===== src/rtl/tref_pkg.sv =====
package tref_pkg;
  localparam int SYM_W = 16;
  localparam logic [15:0] IDLE_CODE  = 16'hF0F0;
  localparam logic [7:0]  TAG_START  = 8'hF1;
  localparam logic [7:0]  TAG_ONTIME = 8'hF2;
  localparam logic [7:0]  TAG_CHECK  = 8'hF3;
  localparam logic [7:0]  TAG_DATA   = 8'h00;

  localparam logic [1:0] ST_OK      = 2'd0;
  localparam logic [1:0] ST_NOSYNC  = 2'd1;
  localparam logic [1:0] ST_DATAERR = 2'd2;
  localparam logic [1:0] ST_NOMARK  = 2'd3;

  typedef enum logic [2:0] {
    K_IDLE, K_START, K_DATA, K_CHECK, K_ONTIME, K_BAD
  } sym_kind_e;

  function automatic sym_kind_e classify(input logic [SYM_W-1:0] s);
    sym_kind_e k;
    if (s == IDLE_CODE)               k = K_IDLE;
    else if (s[15:8] == TAG_START)    k = K_START;
    else if (s[15:8] == TAG_ONTIME)   k = K_ONTIME;
    else if (s[15:8] == TAG_CHECK)    k = K_CHECK;
    else if (s[15:8] == TAG_DATA)     k = K_DATA;
    else                              k = K_BAD;
    return k;
  endfunction
endpackage


===== src/rtl/tref_deser.sv =====
module tref_deser
  import tref_pkg::*;
#(
  parameter int SYNC_IDLES = 8
) (
  input  logic             clk,
  input  logic             rst_n,
  input  logic             bit_valid,
  input  logic             bit_in,
  output logic             sym_valid,
  output logic [SYM_W-1:0] sym,
  output logic             locked
);
  localparam int BCW = $clog2(SYM_W);
  localparam int ICW = $clog2(SYNC_IDLES + 1);

  logic [SYM_W-1:0] sr_q;
  logic [SYM_W-1:0] win;
  logic             phase_q;
  logic [BCW-1:0]   bcnt_q;
  logic [ICW-1:0]   icnt_q;
  logic             boundary;

  always_comb begin
    win      = {sr_q[SYM_W-2:0], bit_in};
    boundary = phase_q && (bcnt_q == BCW'(SYM_W - 1));
  end

  always_ff @(posedge clk) begin
    if (!rst_n) begin
      sr_q      <= '0;
      phase_q   <= 1'b0;
      bcnt_q    <= '0;
      icnt_q    <= '0;
      locked    <= 1'b0;
      sym_valid <= 1'b0;
      sym       <= '0;
    end else begin
      sym_valid <= 1'b0;
      if (bit_valid) begin
        sr_q <= win;
        if (!phase_q) begin
          if (win == IDLE_CODE) begin
            phase_q <= 1'b1;
            bcnt_q  <= '0;
            icnt_q  <= ICW'(1);
          end
        end else begin
          bcnt_q <= bcnt_q + 1'b1;
          if (boundary) begin
            if (!locked) begin
              if (win == IDLE_CODE) begin
                if (icnt_q == ICW'(SYNC_IDLES - 1)) locked <= 1'b1;
                else icnt_q <= icnt_q + 1'b1;
              end else begin
                phase_q <= 1'b0;
                icnt_q  <= '0;
              end
            end else begin
              sym_valid <= 1'b1;
              sym       <= win;
              if (classify(win) == K_BAD) begin
                locked  <= 1'b0;
                phase_q <= 1'b0;
                icnt_q  <= '0;
              end
            end
          end
        end
      end
    end
  end
endmodule


===== src/rtl/tref_frame.sv =====
module tref_frame
  import tref_pkg::*;
#(
  parameter int MAX_BYTES = 8,
  localparam int LW = $clog2(MAX_BYTES + 1)
) (
  input  logic                   clk,
  input  logic                   rst_n,
  input  logic                   sym_valid,
  input  logic [SYM_W-1:0]       sym,
  input  logic                   locked,
  input  logic                   clr,
  output logic                   ev_valid,
  output logic                   ev_ok,
  output logic [8*MAX_BYTES-1:0] ev_data,
  output logic [LW-1:0]          ev_len
);
  sym_kind_e   kind;
  logic [7:0]  lo;
  logic        in_frame_q;
  logic        have_q;
  logic [LW-1:0] cnt_q;
  logic [LW-1:0] len_q;
  logic [7:0]  acc_q;
  logic        open_new;
  logic        take_byte;

  always_comb begin
    kind      = classify(sym);
    lo        = sym[7:0];
    open_new  = sym_valid && (kind == K_START) && !have_q;
    take_byte = sym_valid && (kind == K_DATA) && in_frame_q &&
                (cnt_q != LW'(MAX_BYTES));
  end

  for (genvar g = 0; g < MAX_BYTES; g++) begin : g_byte
    logic [7:0] b_q;
    always_ff @(posedge clk) begin
      if (!rst_n)                                b_q <= '0;
      else if (open_new)                         b_q <= '0;
      else if (take_byte && cnt_q == LW'(g))     b_q <= lo;
    end
    assign ev_data[8*g +: 8] = b_q;
  end

  always_ff @(posedge clk) begin
    if (!rst_n) begin
      in_frame_q <= 1'b0;
      have_q     <= 1'b0;
      cnt_q      <= '0;
      len_q      <= '0;
      acc_q      <= '0;
      ev_valid   <= 1'b0;
      ev_ok      <= 1'b0;
      ev_len     <= '0;
    end else begin
      ev_valid <= 1'b0;
      if (sym_valid) begin
        case (kind)
          K_START: if (!have_q) begin
            in_frame_q <= 1'b1;
            cnt_q      <= '0;
            acc_q      <= '0;
          end
          K_DATA: if (in_frame_q) begin
            if (cnt_q == LW'(MAX_BYTES)) in_frame_q <= 1'b0;
            else begin
              acc_q <= acc_q ^ lo;
              cnt_q <= cnt_q + 1'b1;
            end
          end
          K_CHECK: if (in_frame_q) begin
            in_frame_q <= 1'b0;
            if (lo == acc_q && cnt_q != '0) begin
              have_q <= 1'b1;
              len_q  <= cnt_q;
            end
          end
          K_ONTIME: begin
            ev_valid   <= 1'b1;
            ev_ok      <= have_q;
            ev_len     <= have_q ? len_q : '0;
            have_q     <= 1'b0;
            in_frame_q <= 1'b0;
          end
          default: ;
        endcase
      end
      if (!locked) in_frame_q <= 1'b0;
      if (clr) begin
        have_q     <= 1'b0;
        in_frame_q <= 1'b0;
      end
    end
  end
endmodule


===== src/rtl/tref_report.sv =====
module tref_report
  import tref_pkg::*;
#(
  parameter int MAX_BYTES    = 8,
  parameter int TIMEOUT_BITS = 4096,
  localparam int LW = $clog2(MAX_BYTES + 1),
  localparam int CW = $clog2(TIMEOUT_BITS + 2)
) (
  input  logic                   clk,
  input  logic                   rst_n,
  input  logic                   bit_valid,
  input  logic                   sym_valid,
  input  logic [SYM_W-1:0]       sym,
  input  logic                   locked,
  input  logic                   ev_valid,
  input  logic                   ev_ok,
  input  logic [8*MAX_BYTES-1:0] ev_data,
  input  logic [LW-1:0]          ev_len,
  input  logic                   out_ready,
  output logic                   tmo_clr,
  output logic                   out_valid,
  output logic [1:0]             out_status,
  output logic [8*MAX_BYTES-1:0] out_data,
  output logic [LW-1:0]          out_len
);
  logic [CW-1:0] cnt_q;
  logic          pend;
  logic          fire;

  always_comb begin
    pend = sym_valid && (classify(sym) == K_ONTIME);
    fire = (cnt_q >= CW'(TIMEOUT_BITS)) && !pend && !ev_valid;
  end

  always_ff @(posedge clk) begin
    if (!rst_n) begin
      cnt_q   <= '0;
      tmo_clr <= 1'b0;
    end else begin
      tmo_clr <= fire;
      if (ev_valid || fire) cnt_q <= '0;
      else if (bit_valid && cnt_q < CW'(TIMEOUT_BITS + 1)) cnt_q <= cnt_q + 1'b1;
    end
  end

  always_ff @(posedge clk) begin
    if (!rst_n) begin
      out_valid  <= 1'b0;
      out_status <= ST_OK;
      out_data   <= '0;
      out_len    <= '0;
    end else if (ev_valid) begin
      out_valid  <= 1'b1;
      out_status <= ev_ok ? ST_OK : ST_DATAERR;
      out_data   <= ev_ok ? ev_data : '0;
      out_len    <= ev_len;
    end else if (fire) begin
      out_valid  <= 1'b1;
      out_status <= locked ? ST_NOMARK : ST_NOSYNC;
      out_data   <= '0;
      out_len    <= '0;
    end else if (out_ready) begin
      out_valid  <= 1'b0;
    end
  end
endmodule


===== src/rtl/tref_rx_chan.sv =====
module tref_rx_chan
  import tref_pkg::*;
#(
  parameter int SYNC_IDLES   = 8,
  parameter int MAX_BYTES    = 8,
  parameter int TIMEOUT_BITS = 4096,
  localparam int LW = $clog2(MAX_BYTES + 1)
) (
  input  logic                   clk,
  input  logic                   rst_n,
  input  logic                   bit_valid,
  input  logic                   bit_in,
  output logic                   out_valid,
  input  logic                   out_ready,
  output logic [1:0]             out_status,
  output logic [8*MAX_BYTES-1:0] out_data,
  output logic [LW-1:0]          out_len
);
  logic                   sym_valid;
  logic [SYM_W-1:0]       sym;
  logic                   locked;
  logic                   tmo_clr;
  logic                   ev_valid;
  logic                   ev_ok;
  logic [8*MAX_BYTES-1:0] ev_data;
  logic [LW-1:0]          ev_len;

  tref_deser #(.SYNC_IDLES(SYNC_IDLES)) u_deser (
    .clk(clk), .rst_n(rst_n), .bit_valid(bit_valid), .bit_in(bit_in),
    .sym_valid(sym_valid), .sym(sym), .locked(locked)
  );

  tref_frame #(.MAX_BYTES(MAX_BYTES)) u_frame (
    .clk(clk), .rst_n(rst_n), .sym_valid(sym_valid), .sym(sym),
    .locked(locked), .clr(tmo_clr), .ev_valid(ev_valid), .ev_ok(ev_ok),
    .ev_data(ev_data), .ev_len(ev_len)
  );

  tref_report #(.MAX_BYTES(MAX_BYTES), .TIMEOUT_BITS(TIMEOUT_BITS)) u_report (
    .clk(clk), .rst_n(rst_n), .bit_valid(bit_valid), .sym_valid(sym_valid),
    .sym(sym), .locked(locked), .ev_valid(ev_valid), .ev_ok(ev_ok),
    .ev_data(ev_data), .ev_len(ev_len), .out_ready(out_ready),
    .tmo_clr(tmo_clr), .out_valid(out_valid), .out_status(out_status),
    .out_data(out_data), .out_len(out_len)
  );
endmodule


===== config.mk =====
export PLATFORM = sky130hd
export DESIGN_NAME = tref_rx_chan
export DESIGN_NICKNAME = d
export VERILOG_FILES = /design/src/rtl/tref_pkg.sv /design/src/rtl/tref_deser.sv /design/src/rtl/tref_frame.sv /design/src/rtl/tref_report.sv /design/src/rtl/tref_rx_chan.sv
export SDC_FILE = /design/constraint.sdc
export NUM_CORES = 1
export LEC_CHECK = 0
export ABC_CLOCK_PERIOD_IN_PS = 4950
export BUFFER_PORTS_ARGS = -buffer_cell sky130_fd_sc_hd__buf_2
export CAP_MARGIN = 10
export CORE_UTILIZATION = 50
export DETAILED_ROUTE_END_ITERATION = 16
export PLACE_DENSITY = 0.69
export SKIP_CTS_REPAIR_TIMING = 1
export SYNTH_ARGS = -nofsm -noshare
export SYNTH_HDL_FRONTEND = slang
export SYNTH_SLANG_ARGS = --single-unit

===== constraint.sdc =====
create_clock -name clk -period 4.95 [get_ports clk]
set_clock_uncertainty 0.1 [all_clocks]
set_input_delay 0.7425 -clock clk [delete_from_list [all_inputs] [get_ports clk]]
set_output_delay 0.7425 -clock clk [all_outputs]
set_load 0.01 [all_outputs]

Word-level counts from Yosys, hierarchy flattened
Index checks and enable logic that the tools add are counted.
W data, S select, Z words.

operators by class
  add/sub/neg operators = 4
  magnitude comparators = 2
  equal/unequal tests = 33
  multiplexer cells = 62
  bitwise operators = 3
  reductions and logical operators = 49

operators with widths
  cell                     count
  $mux W64                 3
  $mux W4                  15
  $eq A8 B8 Y1 const B     6
  $mux W3                  15
  $eq A16 B16 Y1 const B   2
  $mux W8                  3
  $eq A4 B3 Y1 const B     5
  $logic_and A1 B1 Y1      19
  $mux W1                  18
  $logic_not A8 Y1         2
  $pmux W8 S2              1
  $reduce_and A4 Y1        4
  $add A13 B1 Y13 const B  1
  $ge A13 B13 Y1 const B   1
  $lt A13 B13 Y1 const B   1
  $add A4 B1 Y4 const B    3
  $reduce_and A5 Y1        2
  $eq A4 B2 Y1 const B     2
  $eq A4 B4 Y1 const B     2
  $eq A8 B8 Y1             1
  $mux W2                  4
  $pmux W4 S2              1
  $reduce_bool A2 Y1       4
  $reduce_or A2 Y1         4
  21 further kinds         34

storage, ports and cells
  register bits = 215
  output and inout port bits = 71
  logic and storage cells = 182

Logic depth before layout (Yosys ltp)
Gate-level depths: netlist of run 1.

  word-level depth = 16
  gate-level depth with buffers = 8
  gate-level depth less buffers = 7

Modules after synthesis
Synthesis of run 1 repeated with hierarchy kept, for this count alone.

second synthesis, totals
  cell total of the unflattened synthesis = 805
  area total of the unflattened synthesis = 8294.2 sq um

by module, submodules not included
  module       times used  cells each  area each (sq um)  sequential area each (sq um)
  tref_frame   1           363         3553.4             1761.7
  tref_report  1           258         2947.8             1701.6
  tref_deser   1           184         1793.0             840.8

Worst setup path before layout of run 1
Ideal clock, no wire load.

  path kind = input port to flip-flop
  from = input port bit_in
  to = register u_deser.icnt_q[1]
  setup time = 0.071 ns
  data arrival time = 2.357 ns
  data required time = 4.779 ns
  setup slack = 2.423 ns
  stages on the path = 5
  path through = or4_1 -> nor4_2 -> nand2b_1 -> or4_1 -> a21oi_1

on the way
  longest elaborated chain between the ends = 10

RTL lines
  element                             line                                                RTL
  start, declared                     tref_rx_chan.sv:12                                  input logic bit_in,
  $eq A16 B16 Y1 *                    tref_pkg.sv:20, tref_deser.sv:43, tref_deser.sv:52
  $mux W3                             tref_pkg.sv:20                                      if (s == IDLE_CODE) k = K_IDLE;
  $mux W3                             tref_deser.sv:51                                    if (!locked) begin
  $mux W3                             tref_deser.sv:50                                    if (boundary) begin
  $mux W3                             tref_deser.sv:42                                    if (!phase_q) begin
  $mux W3                             tref_deser.sv:40                                    if (bit_valid) begin
  $mux W3                             tref_deser.sv:30                                    if (!rst_n) begin
  $eq A3 B3 Y1                        tref_deser.sv:62                                    if (classify(win) == K_BAD) begin
  $ne A3 B3 Y1 (no source line)       n/a
  $reduce_and A5 Y1 (no source line)  n/a
  end signal, assigned                tref_deser.sv:54                                    else icnt_q <= icnt_q + 1'b1;
  end, declared                       tref_deser.sv:21                                    logic [ICW-1:0] icnt_q;

Every way passes the cells marked *; elsewhere a longest branch is shown, timed or not. The select of a mux whose other input is x is not followed.
A chain may end at the register's enable or synchronous reset.

Worst setup path after layout of run 1
  from = register u_deser.sym[12]
  to = register u_frame.g_byte[2].b_q[3]

on the way
  longest elaborated chain between the ends = 11

RTL lines
  element                           line              RTL
  start, declared                   tref_deser.sv:11  output logic [SYM_W-1:0] sym,
  start signal, assigned            tref_deser.sv:61  sym <= win;
  $logic_not A8 Y1                  tref_pkg.sv:24    else if (s[15:8] == TAG_DATA) k = K_DATA;
  $mux W3                           tref_pkg.sv:24
  $mux W3                           tref_pkg.sv:23    else if (s[15:8] == TAG_CHECK) k = K_CHECK;
  $mux W3                           tref_pkg.sv:22    else if (s[15:8] == TAG_ONTIME) k = K_ONTIME;
  $mux W3                           tref_pkg.sv:21    else if (s[15:8] == TAG_START) k = K_START;
  $mux W3 *                         tref_pkg.sv:20
  $eq A3 B2 Y1                      tref_frame.sv:32  take_byte = sym_valid && (kind == K_DATA) && in_frame_q &&
  $logic_and A1 B1 Y1 (3 in a row)  tref_frame.sv:32
  $logic_and A1 B1 Y1               tref_frame.sv:41  else if (take_byte && cnt_q == LW'(g)) b_q <= lo;
  end signal, assigned              tref_frame.sv:41
  end, declared                     tref_frame.sv:37  logic [7:0] b_q;

Every way passes the cells marked *; elsewhere a longest branch is shown, timed or not.

==> results of run 1 <==
## Yosys cell counts, drive strengths merged (6+ instances only)
cell / number
a21oi: 67
a22o: 64
buf: 12
clkbuf: 51
dfxtp: 215
ha: 8
inv: 14
mux2i: 55
nand2: 106
nand2b: 11
nand3: 29
nand3b: 8
nand4: 12
nor2: 81
nor2b: 10
nor3: 12
nor4: 9
o21ai: 17
o311ai: 6
or4: 11
## sequential cells by signal (all words and copies together) (netlist names)
register / flops
u_frame.g_byte.b_q: 64
u_report.out_data: 64
u_deser.sym: 16
u_deser.sr_q: 15
u_report.cnt_q: 13
u_frame.acc_q: 8
u_deser.bcnt_q: 4
u_deser.icnt_q: 4
u_frame.cnt_q: 4
u_frame.ev_len: 4
u_frame.len_q: 4
u_report.out_len: 4
u_report.out_status: 2
u_deser.locked: 1
u_deser.phase_q: 1
u_deser.sym_valid: 1
u_frame.ev_ok: 1
u_frame.ev_valid: 1
u_frame.have_q: 1
u_frame.in_frame_q: 1
u_report.out_valid: 1
u_report.tmo_clr: 1
## worst paths after layout
check	startpoint	endpoint	slack [ps]	cells after the start
setup reg to reg	u_deser.sym[12]	u_frame.g_byte[2].b_q[3]	1890	5
hold / removal	u_report.tmo_clr	u_frame.have_q	330	1
setup / recovery	u_deser.sym[12]	u_frame.g_byte[2].b_q[3]	1890	5
hold reg to reg	u_report.tmo_clr	u_frame.have_q	330	1
## power groups by stage
stage | Clock (mW) | Sequential (mW) | Combinational [mW]
finish | 1.86 | 1.74 | 0.0562
global route | 1.95 | 1.73 | 0.0620
CTS | 1.89 | 1.74 | 0.0567
detailed placement | 0 | 1.77 | 0.0567
global placement | 0 | 1.77 | 0.0562
floorplan | 0 | 1.77 | 0.0439
## final cells by class
cell class              count  area (um^2)
clock inverters            11        210.2
clock buffers              29        618.1
repair buffers             81        420.4
flip-flops and latches    215         4304
well taps                 216        270.3
inverters                  15        56.30
multi-input cells         579         3701
fillers                  1414         6477
## stage by stage
stage | cell area (um^2) | hold slack, ps | setup slack, ps | instances
finish | 9580 | 328.2 | 1886 | 1146
global route | 9580 | 345.8 | 1754 | 1146
CTS | 9580 | 321.9 | 1937 | 1146
detailed placement | 8752 | 309.1 | 1605 | 1106
global placement | 8752 | 310.6 | 1648 | 1106
floorplan | 8303 | 291.6 | 2423 | 872
## cells by family (layout without fill, tap and decap cells)
group	Yosys count	count (layout)	share of synthesized area
xor+xnor	10	10	0.01055
flops	215	215	0.5184
simple gates	315	315	0.1909
mux	56	56	0.06766
compound gates	190	190	0.1640
buf+inv	78	136	0.03647
fa+ha+maj	8	8	0.01206
## cell usage in the layout (no fill, tap or decap), types with 10 or more instances in the layout
master     instances
a21oi_1           66
a22o_1            64
buf_2             75
clkbuf_16         23
dfxtp_1          215
inv_1             14
mux2i_1           55
nand2_1          105
nand2b_1          11
nand3_1           29
nand4_1           11
nor2_1            81
nor2b_1           10
nor3_1            11
o21ai_0           15
## worst register-to-register path, delay by kind of cell, from the launching register on
family / cells / cell delay, ps
muxes: 1 / 360
and+or+nand+nor: 4 / 2140
DFF: 1 / 330
## per-layer routing
| layer | GRT usage | up-vias | part of all wire |
|---|---|---|---|
| met5 | 0 | - | 0 |
| met1 | 0.3039 | 2967 | 0.50 |
| met3 | 0.03502 | 23 | 0.039 |
| met4 | 0.04327 | 0 | 0.013 |
| li1 | - | 3196 | - |
| met2 | 0.3430 | 118 | 0.44 |
==> reports/results.tsv, run 1 <==
metric	value	unit
top post-synthesis cells by area	dfxtp_1 52%, a22o_1 6.8%, mux2i_1 6.6%	
P_sw	710.7	uW
measured slew at the worst slew-check pin	1074	ps
hold crit path type	reg -> reg	
critical path fanouts, max	12	
total grt overflow	0	
slowest CP cell	nor4_2	
crit path cell chain	or4_4, nor4_2, nand3b_1, mux2i_1, nor2_1	
DIE AREA	17130	um^2
DR DRC count	0	
Max Cap Viol	0	
switching part of the total power	0.1947	
height of the die	130.9	um
sequential share of the synthesized area	0.5184	
Critical Path Max Stage Delay	850	ps
syn avg cell area	9.522	um^2
global-route wire length before repair	29270	um
Iteration-0 DRC Markers	402	
Area Growth Syn to Fin	15.39	%
cell taking the most area after synthesis	dfxtp_1	
GRT Util Overall	0.2141	
Max IR drop VDD	213.0	uV
Syn Inst Count	872	
sequential power share	0.475	
initial antenna violation count	0	
Seq cells post-synth	215	
Post-DRT Antenna Nets	0	
CTS Buf Count	22	
fin crit period	3064	ps
Fin. Hold Viols	0	
Post-Route WL	18330	um
Worst-Skew Late Latency	490	ps
Slew Viols, Final	0	
I/O pins	76	
first-pass iteration count of the detailed router	5	
number of synthesized flops with an enable pin	0	
layout cells sized above 1	0.1527	
Final Setup Violations	0	
Initial Util	0.5171	
Worst path top cell family by delay	simple AND/OR/NAND/NOR gates	
yosys warns	0	
combinational fraction of design power	0.015	
post-route clock period utilization	0.6190	
Distinct cells, synth	67	
placed wire-length estimate	11660	um
Setup Crit Path Kind	reg -> reg	
clk sinks	215	
RSZ-0062 raised after global routing	false	
status	completed	
row count	46	
Die W	130.9	um
top-area cell type share of the netlist area	0.5184	
Leakage	4.007	nW
Vias	6304	
Worst EP required	5200	ps
ANT cells	0	
ys async rst share	0	
CTS Root Cell	clkbuf_16	
Worst Path Buf+Inv	0	
via count of the first global-routing pass	5691	
Post-Route Setup TNS	0	ps
highest clock rate	0.3264	GHz
drt via density	5.501	
PD cells	381.0	nW/um^2
post-synthesis cell area	8303	um^2
Crit path arrival time	3320	ps
Syn Nets	885	
Int Pwr	2.940	mW
Core Box Area	16060	um^2
Synth Flop Type	dfxtp_1	
RePlAce Congestion	0.8256	
Slew headroom	0.2837	
Max Root-Sink Buffers	3	
Setup crit start kind	flip-flop	
H-tree depth	1	
Reg clk slew, reported paths	60	ps
Final nets	927	
largest net degree at the start of global routing	58	
CP Capture Type	flip-flop	
post-DR wirelength/cell	16.00	um
final core occ	0.5966	
port buffer count	75	
Clock Power Share	0.509	
CTS tree	built	
total power	3.650	mW
(Power assumes the default switching activity.)
==> inputs of run 2 (changes only) <==
--- a/config.mk
+++ b/config.mk
@@ -5,12 +5,13 @@
 export SDC_FILE = /design/constraint.sdc
 export NUM_CORES = 1
 export LEC_CHECK = 0
-export ABC_CLOCK_PERIOD_IN_PS = 4950
+export ABC_AREA = 1
+export ABC_CLOCK_PERIOD_IN_PS = 2500
 export BUFFER_PORTS_ARGS = -buffer_cell sky130_fd_sc_hd__buf_2
 export CAP_MARGIN = 10
 export CORE_UTILIZATION = 50
 export DETAILED_ROUTE_END_ITERATION = 16
-export PLACE_DENSITY = 0.69
+export PLACE_DENSITY = 0.71
 export SKIP_CTS_REPAIR_TIMING = 1
 export SYNTH_ARGS = -nofsm -noshare
 export SYNTH_HDL_FRONTEND = slang
==> constraint.sdc (replaced) <==
create_clock -name clk -period 2.5 [get_ports clk]
set_clock_uncertainty 0.1 [all_clocks]
set_input_delay 0.375 -clock clk [delete_from_list [all_inputs] [get_ports clk]]
set_output_delay 0.375 -clock clk [all_outputs]
set_load 0.01 [all_outputs]
==> reports/results.tsv, run 2 <==
metric	value	unit
status	completed	
Vias	7284	
Worst-Skew Late Latency	490	ps
RR Startpoint	u_frame.cnt_q[0]	
hold_sp	bit_in	
first-pass iteration count of the detailed router	5	
GRT Util Overall	0.2215	
crit path cell chain	inv_1, ha_1, nand3_1, nand2_1, inv_2, nand3_4, nor2_4, nand2_2, o21ai_0, a21oi_2	
Setup Crit Path Kind	reg -> reg	
RePlAce Congestion	0.8948	
Hold Path Sink	u_deser.sr_q[0]	
Crit path arrival time	2460	ps
Worst EP required	2770	ps
sequential share of the synthesized area	0.4868	
commonest cells in the synthesized netlist	215 x dfxtp_1, 180 x inv_1, 128 x nand2_1	
layout cells sized above 1	0.1551	
PD cells	698.8	nW/um^2
Max Root-Sink Buffers	3	
largest net degree at the start of global routing	57	
ANT cells	0	
Setup crit start kind	flip-flop	
placed insts	1365	
Synth Flop Type	dfxtp_1	
yosys warns	0	
Post-Layout Inst Area	10120	um^2
Reg clk slew, reported paths	60	ps
Area Growth Syn to Fin	14.50	%
Core Box Area	17300	um^2
RSZ-0062 raised after global routing	false	
Syn Inst Count	1102	
hold path depth	3	
post-DR wirelength/cell	14.15	um
measured slew at the worst slew-check pin	780.1	ps
top-area cell type share of the netlist area	0.4868	
I/O pins	76	
top post-synthesis cells by area	dfxtp_1 49%, inv_1 7.6%, o21ai_0 6.6%	
initial antenna violation count	0	
clk sinks	215	
Seq cells post-synth	215	
Distinct cells, synth	45	
port buffer count	75	
commonest non-fill, non-tap cells in the layout	215 x dfxtp_1, 179 x inv_1, 128 x nand2_1	
CP Capture Type	flip-flop	
Max Cap Viol	0	
Largest regs	u_frame.g_byte.b_q (64), u_report.out_data (64), u_deser.sym (16)	
fillers	1584	
total grt overflow	0	
Final Setup Violations	0	
via count of the first global-routing pass	6750	
post-route clock period utilization	0.8737	
Syn Nets	1115	
Post-DRT Antenna Nets	0	
r2r setup slk	320	ps
critical path fanouts, max	16	
post-route insts no fill	1405	
hold crit path type	in -> reg	
Post-Route Setup TNS	0	ps
CTS tree	built	
cell taking the most area after synthesis	dfxtp_1	
R2R depth	10	
ys async rst share	0	
row count	48	
Slew headroom	0.4792	
Post-Route WL	19890	um
reg2reg end	u_frame.g_byte[6].b_q[1]	
placed inst area	9358	um^2
Critical Path Max Stage Delay	390	ps
Die W	135.0	um
slowest CP cell	dfxtp_1	
syn avg cell area	8.024	um^2
post-synthesis cell area	8842	um^2
Initial Util	0.5112	
CTS Buf Count	22	
height of the die	135.0	um
fin crit period	2184	ps
count leader, synth	dfxtp_1	
DR DRC count	0	
CTS Root Cell	clkbuf_16	
Slew Viols, Final	0	
Max IR drop VDD	591.7	uV
number of synthesized flops with an enable pin	0	
DIE AREA	18220	um^2
H-tree depth	1	
Final nets	1177	
Fin. Hold Viols	0	
highest clock rate	0.4578	GHz
drt via density	5.184	
placed wire-length estimate	13060	um
commonest non-fill, non-tap cell in the layout	dfxtp_1	
Iteration-0 DRC Markers	406	
global-route wire length before repair	32820	um
Leakage	3.959	nW
## run 2: cell count changes in the layout (fill, tap and decap cells not counted), moves of 25 or more
cell     previous run  this run
inv_1              14       179
o21ai_0            15       116
a22o_1             64         0
mux2i_1            55         0
o32ai_1             0        44
a21oi_1            66        91
## run 2: cell families (layout without fill, tap and decap cells)
logic type      after synthesis  in the layout  share of synthesized area
simple gates                324            324                     0.1739
fa+ha+maj                     8              8                    0.01132
compound gates              291            291                     0.1960
buf+inv                     245            323                     0.1132
xor+xnor                     19             19                    0.01882
flops                       215            215                     0.4868
## run 2: worst max path at each step
stage | from | to | cells past startpoint
floorplan | u_frame.cnt_q[0] | u_frame.g_byte[5].b_q[7] | 11
CTS | u_frame.cnt_q[0] | u_frame.g_byte[6].b_q[1] | 10
global route | u_deser.sym[15] | u_frame.g_byte[5].b_q[4] | 7
finish | u_frame.cnt_q[0] | u_frame.g_byte[6].b_q[1] | 10
detailed placement | u_frame.cnt_q[0] | u_frame.g_byte[6].b_q[4] | 10
global placement | u_frame.cnt_q[0] | u_frame.g_byte[6].b_q[2] | 10
## run 2: critical path: cells and delay by family, from the launching register on
kind / cells / cell delay, ps
buffers and inverters: 2 / 210
AOI/OAI and AO/OA: 2 / 330
DFF: 1 / 390
adders and majority gates: 1 / 280
and+or+nand+nor: 5 / 750
## run 2: per-layer routing
| layer | vias up | routed length, um | track usage |
|---|---|---|---|
| met5 | - | 0 | 0 |
| met4 | 0 | 394 | 0.06367 |
| met3 | 32 | 929 | 0.02628 |
| met2 | 181 | 9517 | 0.3840 |
| met1 | 3359 | 9044 | 0.2888 |
| li1 | 3712 | - | - |
## run 2: layout make-up
| class | count | area (um^2) | share of cell area |
|---|---|---|---|
| Inverter | 187 | 701.9 | 0.06933 |
| Timing Repair Buffer | 96 | 533.0 | 0.05264 |
| Multi-Input combinational cell | 642 | 3537 | 0.3494 |
| Tap cell | 225 | 281.5 | 0.02781 |
| Clock inverter | 8 | 117.6 | 0.01162 |
| Clock buffer | 32 | 649.4 | 0.06414 |
| Sequential cell | 215 | 4304 | 0.4251 |
## run 2: where the power goes
group / internal, mW / switching, mW
clock network: 2.11 / 1.31
logic: 0.0538 / 0.133
registers: 3.44 / 0.0200
## run 2: per-stage QoR
step | hold slack, ps | worst slack [ps] | total power [mW] | utilization
2_1_floorplan | 328.9 | 621.6 | 3.684 | -
3_3_place_gp | 337.9 | 411.2 | 3.722 | 0.5410
3_5_place_dp | 347.0 | 357.5 | 3.725 | 0.5410
4_1_cts | 83.02 | 356.0 | 7.138 | 0.5854
5_1_grt | 95.80 | 180.1 | 7.309 | 0.5854
6_report | 99.31 | 315.9 | 7.075 | 0.5854
